==> src/rtl/mctx_pkg.sv <==
// Shared definitions for the multi-context lookup cell.
// Assumes: the port address MSB splits table space from state space.
package mctx_pkg;

    // Which space a port address refers to.
    typedef enum logic {
        SPACE_TABLE = 1'b0,
        SPACE_STATE = 1'b1
    } cfg_space_e;

    // Truth-table size for a given number of lookup inputs.
    function automatic int unsigned tbl_bits(input int unsigned n_in);
        return 32'd1 << n_in;
    endfunction

endpackage

==> src/rtl/mctx_ctx_store.sv <==
// Configuration store holding NUM_CTX truth tables.
// The whole active table is presented in parallel to the lookup logic.
// One bit is read or written through an independent address-selected path.
// Assumes: the write and read selectors are already decoded by the parent.
module mctx_ctx_store #(
    parameter int unsigned NUM_IN  = 4,
    parameter int unsigned NUM_CTX = 4,
    localparam int unsigned TBL    = mctx_pkg::tbl_bits(NUM_IN),
    localparam int unsigned CTX_W  = $clog2(NUM_CTX)
) (
    input  logic             clk,
    input  logic             rst_n,
    input  logic             wr_en,
    input  logic [CTX_W-1:0] wr_ctx,
    input  logic [NUM_IN-1:0] wr_bit,
    input  logic             wr_data,
    input  logic [CTX_W-1:0] act_ctx,
    input  logic [CTX_W-1:0] rd_ctx,
    input  logic [NUM_IN-1:0] rd_bit,
    output logic [TBL-1:0]   act_table,
    output logic             rd_data
);

    logic [NUM_CTX-1:0][TBL-1:0] mem;

    for (genvar g = 0; g < NUM_CTX; g++) begin : g_ctx
        // One context row: cleared on reset, single-bit writes from the port.
        always_ff @(posedge clk) begin
            if (!rst_n) begin
                mem[g] <= '0;
            end else if (wr_en && (wr_ctx == CTX_W'(g))) begin
                mem[g][wr_bit] <= wr_data;
            end
        end
    end

    // Parallel read of the active table for the lookup.
    always_comb act_table = mem[act_ctx];

    // Single-bit read for the access port.
    always_comb rd_data = mem[rd_ctx][rd_bit];

endmodule

==> src/rtl/mctx_trig_sel.sv <==
// Active-context register driven by a rising-edge selection strobe.
// Assumes: strobe and index are synchronous to clk. The strobe history is
// sampled during reset too, so a strobe held high through reset is no edge.
module mctx_trig_sel #(
    parameter int unsigned NUM_CTX = 4,
    localparam int unsigned CTX_W  = $clog2(NUM_CTX)
) (
    input  logic             clk,
    input  logic             rst_n,
    input  logic             trig_i,
    input  logic [CTX_W-1:0] idx_i,
    output logic [CTX_W-1:0] act_ctx_o
);

    logic trig_q;
    logic trig_rise;

    // Previous strobe level, tracked in all cycles.
    always_ff @(posedge clk) trig_q <= trig_i;

    // Rising edge relative to the previous cycle.
    always_comb trig_rise = trig_i & ~trig_q;

    // Load the sampled index on an edge, context 0 after reset.
    always_ff @(posedge clk) begin
        if (!rst_n) begin
            act_ctx_o <= '0;
        end else if (trig_rise) begin
            act_ctx_o <= idx_i;
        end
    end

endmodule

==> src/rtl/mctx_lut_core.sv <==
// Lookup with per-input feedback selection and a registered output.
// Assumes: the table is the active context, and a state write has priority.
module mctx_lut_core #(
    parameter int unsigned NUM_IN = 4,
    localparam int unsigned TBL   = mctx_pkg::tbl_bits(NUM_IN)
) (
    input  logic              clk,
    input  logic              rst_n,
    input  logic [NUM_IN-1:0] data_i,
    input  logic [NUM_IN-1:0] fb_sel_i,
    input  logic [TBL-1:0]    table_i,
    input  logic              st_we,
    input  logic              st_wdata,
    output logic              out_o
);

    logic [NUM_IN-1:0] lut_idx;
    logic              lut_bit;

    for (genvar g = 0; g < NUM_IN; g++) begin : g_in
        // Input g: fabric data or the previous-cycle output.
        always_comb lut_idx[g] = fb_sel_i[g] ? out_o : data_i[g];
    end

    // Truth-table lookup.
    always_comb lut_bit = table_i[lut_idx];

    // Output register: reset, state preset, then the normal lookup.
    always_ff @(posedge clk) begin
        if (!rst_n) begin
            out_o <= 1'b0;
        end else if (st_we) begin
            out_o <= st_wdata;
        end else begin
            out_o <= lut_bit;
        end
    end

endmodule

==> src/rtl/mctx_lut_cell.sv <==
// Top of the multi-context lookup cell.
// Decodes the access port into table and state spaces and connects the store,
// the context selector and the lookup core.
// Assumes: one port access per cycle, and NUM_CTX is a power of two >= 2.
module mctx_lut_cell #(
    parameter int unsigned NUM_IN  = 4,
    parameter int unsigned NUM_CTX = 4,
    localparam int unsigned TBL    = mctx_pkg::tbl_bits(NUM_IN),
    localparam int unsigned CTX_W  = $clog2(NUM_CTX),
    localparam int unsigned AW     = NUM_IN + CTX_W + 1
) (
    input  logic              clk,
    input  logic              rst_n,
    input  logic [NUM_IN-1:0] data_i,
    input  logic [NUM_IN-1:0] fb_sel_i,
    input  logic              ctx_trig_i,
    input  logic [CTX_W-1:0]  ctx_idx_i,
    input  logic              cfg_we_i,
    input  logic [AW-1:0]     cfg_addr_i,
    input  logic              cfg_wdata_i,
    output logic              cfg_rdata_o,
    output logic              cell_o
);

    import mctx_pkg::*;

    cfg_space_e        space;
    logic [CTX_W-1:0]  addr_ctx;
    logic [NUM_IN-1:0] addr_bit;
    logic              tbl_we;
    logic              st_we;
    logic [CTX_W-1:0]  act_ctx;
    logic [TBL-1:0]    act_table;
    logic              tbl_rd;

    // Split the port address into its fields.
    always_comb begin
        space    = cfg_space_e'(cfg_addr_i[AW-1]);
        addr_ctx = cfg_addr_i[NUM_IN +: CTX_W];
        addr_bit = cfg_addr_i[NUM_IN-1:0];
    end

    // Steer the write enable to the addressed space.
    always_comb begin
        tbl_we = cfg_we_i && (space == SPACE_TABLE);
        st_we  = cfg_we_i && (space == SPACE_STATE);
    end

    mctx_ctx_store #(.NUM_IN(NUM_IN), .NUM_CTX(NUM_CTX)) store_i (
        .clk       (clk),
        .rst_n     (rst_n),
        .wr_en     (tbl_we),
        .wr_ctx    (addr_ctx),
        .wr_bit    (addr_bit),
        .wr_data   (cfg_wdata_i),
        .act_ctx   (act_ctx),
        .rd_ctx    (addr_ctx),
        .rd_bit    (addr_bit),
        .act_table (act_table),
        .rd_data   (tbl_rd)
    );

    mctx_trig_sel #(.NUM_CTX(NUM_CTX)) sel_i (
        .clk       (clk),
        .rst_n     (rst_n),
        .trig_i    (ctx_trig_i),
        .idx_i     (ctx_idx_i),
        .act_ctx_o (act_ctx)
    );

    mctx_lut_core #(.NUM_IN(NUM_IN)) core_i (
        .clk      (clk),
        .rst_n    (rst_n),
        .data_i   (data_i),
        .fb_sel_i (fb_sel_i),
        .table_i  (act_table),
        .st_we    (st_we),
        .st_wdata (cfg_wdata_i),
        .out_o    (cell_o)
    );

    // Read mux: state location or stored table bit.
    always_comb cfg_rdata_o = (space == SPACE_STATE) ? cell_o : tbl_rd;

endmodule

==> config.mk <==
export PLATFORM = sky130hd
export DESIGN_NAME = mctx_lut_cell
export DESIGN_NICKNAME = d
export VERILOG_FILES = /design/src/rtl/mctx_pkg.sv /design/src/rtl/mctx_ctx_store.sv /design/src/rtl/mctx_trig_sel.sv /design/src/rtl/mctx_lut_core.sv /design/src/rtl/mctx_lut_cell.sv
export SDC_FILE = /design/constraint.sdc
export NUM_CORES = 1
export LEC_CHECK = 0
export ABC_CLOCK_PERIOD_IN_PS = 2160
export BUFFER_PORTS_ARGS = -buffer_cell sky130_fd_sc_hd__buf_2
export CAP_MARGIN = 30
export CORE_AREA = 5 5 144 111
export DETAILED_ROUTE_END_ITERATION = 6
export DIE_AREA = 0 0 149 116
export PLACE_DENSITY = 0.47
export SYNTH_ARGS = -nofsm -noshare
export SYNTH_HDL_FRONTEND = slang
export SYNTH_SLANG_ARGS = --single-unit
==> constraint.sdc <==
create_clock -name clk -period 2.16 [get_ports clk]
set_input_delay 0.324 -clock clk [delete_from_list [all_inputs] [get_ports clk]]
set_output_delay 0.324 -clock clk [all_outputs]
set_load 0.05 [all_outputs]
Word level (Yosys, flattened, before mapping)
Index checks and enable logic that the tools add are counted.

Logic and storage cells: 46. Bits in registers: 68. Output and inout bits: 2. Input bits: 22.

Magnitude comparators: 5. Reductions and logical operators: 8. Equal/unequal tests: 3. Muxes and demuxes: 20. Bitwise gates (word level): 3.

Operators with widths (number): $bmux 16 s2 (2); $bwmux 16 (4); $mux 16 (2); $lt 4x5->1 const B (2); $mux 1 (9); $bmux 1 s4 (2); $logic_and 1x1->1 (7); $lt 2x3->1 const B (2); $demux 1 s4 (1); $eq 2x2->1 const B (2); $ge 4x1->1 const B (1); $eq 2x1->1 const B (1); $logic_not 2->1 (1); $not 1->1 (2); $and 1x1->1 (1).

Longest topological paths before layout
Depth in word-level cells: 5. Mapped depth: 8.

Cells and area by module
From an unflattened synthesis, not the netlist that was laid out.

Cells, all modules: 461. Area, all modules: 4309.1 um2.

Modules (own cells, without submodules): mctx_ctx_store (times used 1, area an instance 3861.2 um2, cells an instance 407); mctx_lut_core (times used 1, area an instance 307.8 um2, cells an instance 41); mctx_trig_sel (times used 1, area an instance 108.9 um2, cells an instance 10); mctx_lut_cell (times used 1, area an instance 31.3 um2, cells an instance 3).

Worst setup path before layout
OpenSTA, ideal clock, no wires.

Path kind: input to output. From: in cfg_addr_i[5]. To: out cfg_rdata_o. Slack: -373 ps. Arrival: 2209 ps. Stages: 8. Required time: 1836 ps. Cell sequence: buf_4 buf_4 buf_4 mux4_2 mux2i_1 a22oi_1 nand3_1 a32oi_1.

Longest elaborated chain between the ends: 5.

RTL lines: from (decl) (RTL line mctx_lut_cell.sv:19) `input logic [AW-1:0] cfg_addr_i,`; $bmux 16 s2 (RTL line mctx_ctx_store.sv:41) `always_comb rd_data = mem[rd_ctx][rd_bit];`; $mux 16 (implied by the code) (RTL line mctx_ctx_store.sv:41); $bmux 1 s4 (RTL line mctx_ctx_store.sv:41); $mux 1 (implied by the code) (RTL line mctx_ctx_store.sv:41); $mux 1 (RTL line mctx_lut_cell.sv:83) `always_comb cfg_rdata_o = (space == SPACE_STATE) ? cell_o : tbl_rd;`; to (decl) (RTL line mctx_lut_cell.sv:21) `output logic cfg_rdata_o,`.

No other way between the ends. The select of a mux whose other input is x is not followed.

Worst setup path in the final report
From: reg store_i.mem[59] in the netlist's numbering. To: out cfg_rdata_o.

Longest elaborated chain between the ends: 5.

RTL lines: from (decl) (RTL line mctx_ctx_store.sv:24) `logic [NUM_CTX-1:0][TBL-1:0] mem;`; from (signal, indexed assignment) (RTL line mctx_ctx_store.sv:32) `mem[g][wr_bit] <= wr_data;`; $bmux 16 s2 (RTL line mctx_ctx_store.sv:41); $mux 16 (implied by the code) (RTL line mctx_ctx_store.sv:41); $bmux 1 s4 (RTL line mctx_ctx_store.sv:41); $mux 1 (implied by the code) (RTL line mctx_ctx_store.sv:41); $mux 1 (RTL line mctx_lut_cell.sv:83).

No other way between the ends. The select of a mux whose other input is x is not followed.

==> results.toml <==
[detailed_routing]
dr_wl_met3_um = 720
drc = 0
avgRoutedWirePerCell_um = 18.0
first_pass_iters = 4
wl_um = 11800
viasPerCell = 4.90
m1WireLength_um = 5990
drtIter0Drc = 238
top_layer_used = "met4"
wl_met2_um = 4990
vias = 3202
ant_nets = 0

[sta]
finalClockSkew_ps = 3.07
slew_headroom = 0.580
timing.fmax_mhz = 411
slew_viol_final = 0
fin_crit_sh = 1.13
min_period_ps = 2440
worstMarginPinSlew_ps = 625
finalSetupViolCount = 1
rsz0062_at_grt = "yes"
tns_ps = -275
hold_viol_final = 0
setup_ws_ps = -275

[grt]
grt.overflow.total = 0
grt_max_degree = 34
grt_pass1_wl_um = 18500
grt_pass1_vias = 3098
antenna_found_initial = 0
grt_util_all_layers = 0.141

[critical_path]
regToRegSetupSlack_ps = 210
path_class = "flop to output port"
end_kind = "output port"
arrival_ps = 2110
ff2ff_path_depth = 6
r2r_end = "core_i.out_o"
critical_path.max_fanout = 2
r2r-start = "sel_i.act_ctx_o[0]"
cp-start-kind = "flop"
cp.required_ps = 1840

[floorplan]
die_y_um = 116
floorplan.rows = 38
start_util = 0.295
coreArea_um2 = 14400
num_io_pins = 24
die_width_um = 149
die_area_um2 = 17300

[clock_network]
htreeDepth = 3
cts-root-buf = "clkbuf_16"
numCtsBuffers = 9
insertion_delay_ps = 330
tritoncts = "built"
clkTransAtPathRegs_ps = 60
clock_path_buffers = 2
cts_hold_buf = 0
clkSinkCount = 68

[synth]
ys_seq_area_frac = 0.322
ys_seq_elements = 68
synth_nets = 440
netlist-cell-type-count = 38
syn_area_um2 = 4230
ys_warn_count = 0
synthCells = 418
syn_avg_cell_area_um2 = 10.1

[cells_and_area]
final-seq-area_um2 = 1370
syn_to_final_growth_pct = 18.4
final_core_util = 0.349
layout.nets = 471
multi_input_area_um2 = 2720
n_antenna_cell = 0
drive_above_1_share = 0.214
nFillCells = 1482
final_area_um2 = 5010
final_common_cell = "mux2i_1"
mostFrequentLayoutCells = "mux2i_1, dfxtp_1, nor2b_1"

[place]
dp_hpwl_um = 8320
dpl_worst_slack_ps = -339
gp_congestion = 0.782
place_area_um2 = 4680
io_buffers = 23

[flow_run]
drv_cap = 0

[hold_path]
hold_class = "input port to flop"
hold_path_end = "sel_i.trig_q"
whs_path_depth = 1
min_from = "ctx_trig_i"

[pwr]
p_leak_nw = 2.05
ir_drop_v = 0.000339
cellPowerDensity_nw_per_um2 = 619
p_total_mw = 3.10

[outcome]
outcome = "finished, violations left"
failed_checks = "setup timing"
==> state kept, by name (all words and copies together), names as in the netlist <==
| signal | flops |
|---|---|
| core_i.out_o | 1 |
| sel_i.act_ctx_o | 2 |
| sel_i.trig_q | 1 |
| store_i.mem | 64 |
==> cells by family (layout without fill, tap and decap cells) <==
group / after synthesis / count (layout) / share of synthesized area
AO/OA/AOI/OAI: 21 / 21 / 0.0361
buffers and inverters: 33 / 69 / 0.0411
flip-flops: 68 / 68 / 0.322
multiplexers: 113 / 113 / 0.379
AND/OR/NAND/NOR: 183 / 183 / 0.222
==> layout make-up <==
| type | count | share of cell area |
|---|---|---|
| timing repair buffer | 52 | 0.0734 |
| clock inverter | 4 | 0.00948 |
| clock buffer | 12 | 0.0512 |
| tap | 200 | 0.0499 |
| multi-input combinational | 317 | 0.543 |
| sequential | 68 | 0.272 |
| inverter | 1 | 0.000749 |
==> worst max-delay path: stages (launching register included) <==
cell     delay (ps)
dfxtp_2         330
mux4_2          460
mux2i_1         140
nor3b_1          70
o31ai_2         320
buf_4           170
a32oi_4         110
buf_6           170
==> worst max-delay path by stage <==
stage / start / endpoint / slack (ps) / depth (start not counted)
after floorplan: cfg_addr_i[5] / cfg_rdata_o / 20 / 8
after global placement: cfg_addr_i[5] / cfg_rdata_o / -310 / 8
after detailed placement: cfg_addr_i[5] / cfg_rdata_o / -340 / 8
after CTS: store_i.mem[59] / cfg_rdata_o / -270 / 7
after global routing: store_i.mem[59] / cfg_rdata_o / -350 / 7
final: store_i.mem[59] / cfg_rdata_o / -280 / 7
==> routing by layer <==
| metal | GRT usage | vias to the layer above |
|---|---|---|
| met5 | 0 | - |
| met3 | 0.0418 | 5 |
| li1 | - | 1549 |
| met1 | 0.213 | 1575 |
| met4 | 0.0354 | 0 |
| met2 | 0.195 | 73 |
==> power breakdown <==
part / switching [mW] / internal, mW / total [mW] / leakage (nW)
sequential: 0.00730 / 1.26 / 1.27 / 0.550
combinational: 0.190 / 0.136 / 0.327 / 1.35
clock: 0.556 / 0.953 / 1.51 / 0.149
total: 0.754 / 2.35 / 3.10 / 2.05
==> synthesized netlist by cell type <==
cell	number	area [µm²]
nor3b_1	3	22.5
inv_1	1	3.75
nor2b_1	63	394
or2_2	3	18.8
a32oi_1	1	8.76
nand4_1	1	6.26
buf_6	2	22.5
nor4_2	1	12.5
mux4_1	16	420
or2b_2	1	8.76
buf_2	8	40.0
mux2_2	1	11.3
buf_4	4	30.0
mux4_2	16	360
a21boi_0	8	60.1
nand3b_1	4	30.0
nor2_1	25	93.8
a31oi_1	1	6.26
mux2i_1	79	791
nand2_1	59	221
clkbuf_1	15	56.3
nand3_1	6	30.0
o21ai_0	5	25.0
a211o_1	1	8.76
o31ai_1	1	7.51
dfxtp_1	68	1360
nor3b_2	1	12.5
a22oi_1	1	7.51
or3_1	1	6.26
clkbuf_8	1	13.8
nand2b_1	6	37.5
o211ai_2	1	12.5
mux2i_4	1	22.5
o211ai_1	1	7.51
buf_1	2	7.51
a41oi_1	1	8.76
and3_1	1	6.26
nor3_1	8	40.0
==> timing repair <==
item | 4_1_cts | 5_1_grt
pin swaps | 1 | 0
setup buffers | 1 | 0
setup endpoints to repair | 1 | 1
endpoints found under the hold margin | 0 | 0
resized for setup | 7 | 0
==> through the flow <==
step / instances / hold WS, ps
global route: 654 / 96.2
floorplan: 418 / 352
CTS: 654 / 90.8
finish: 654 / 103
detailed placement: 637 / 441
global placement: 637 / 438
Power figures use the tool's default switching activity.
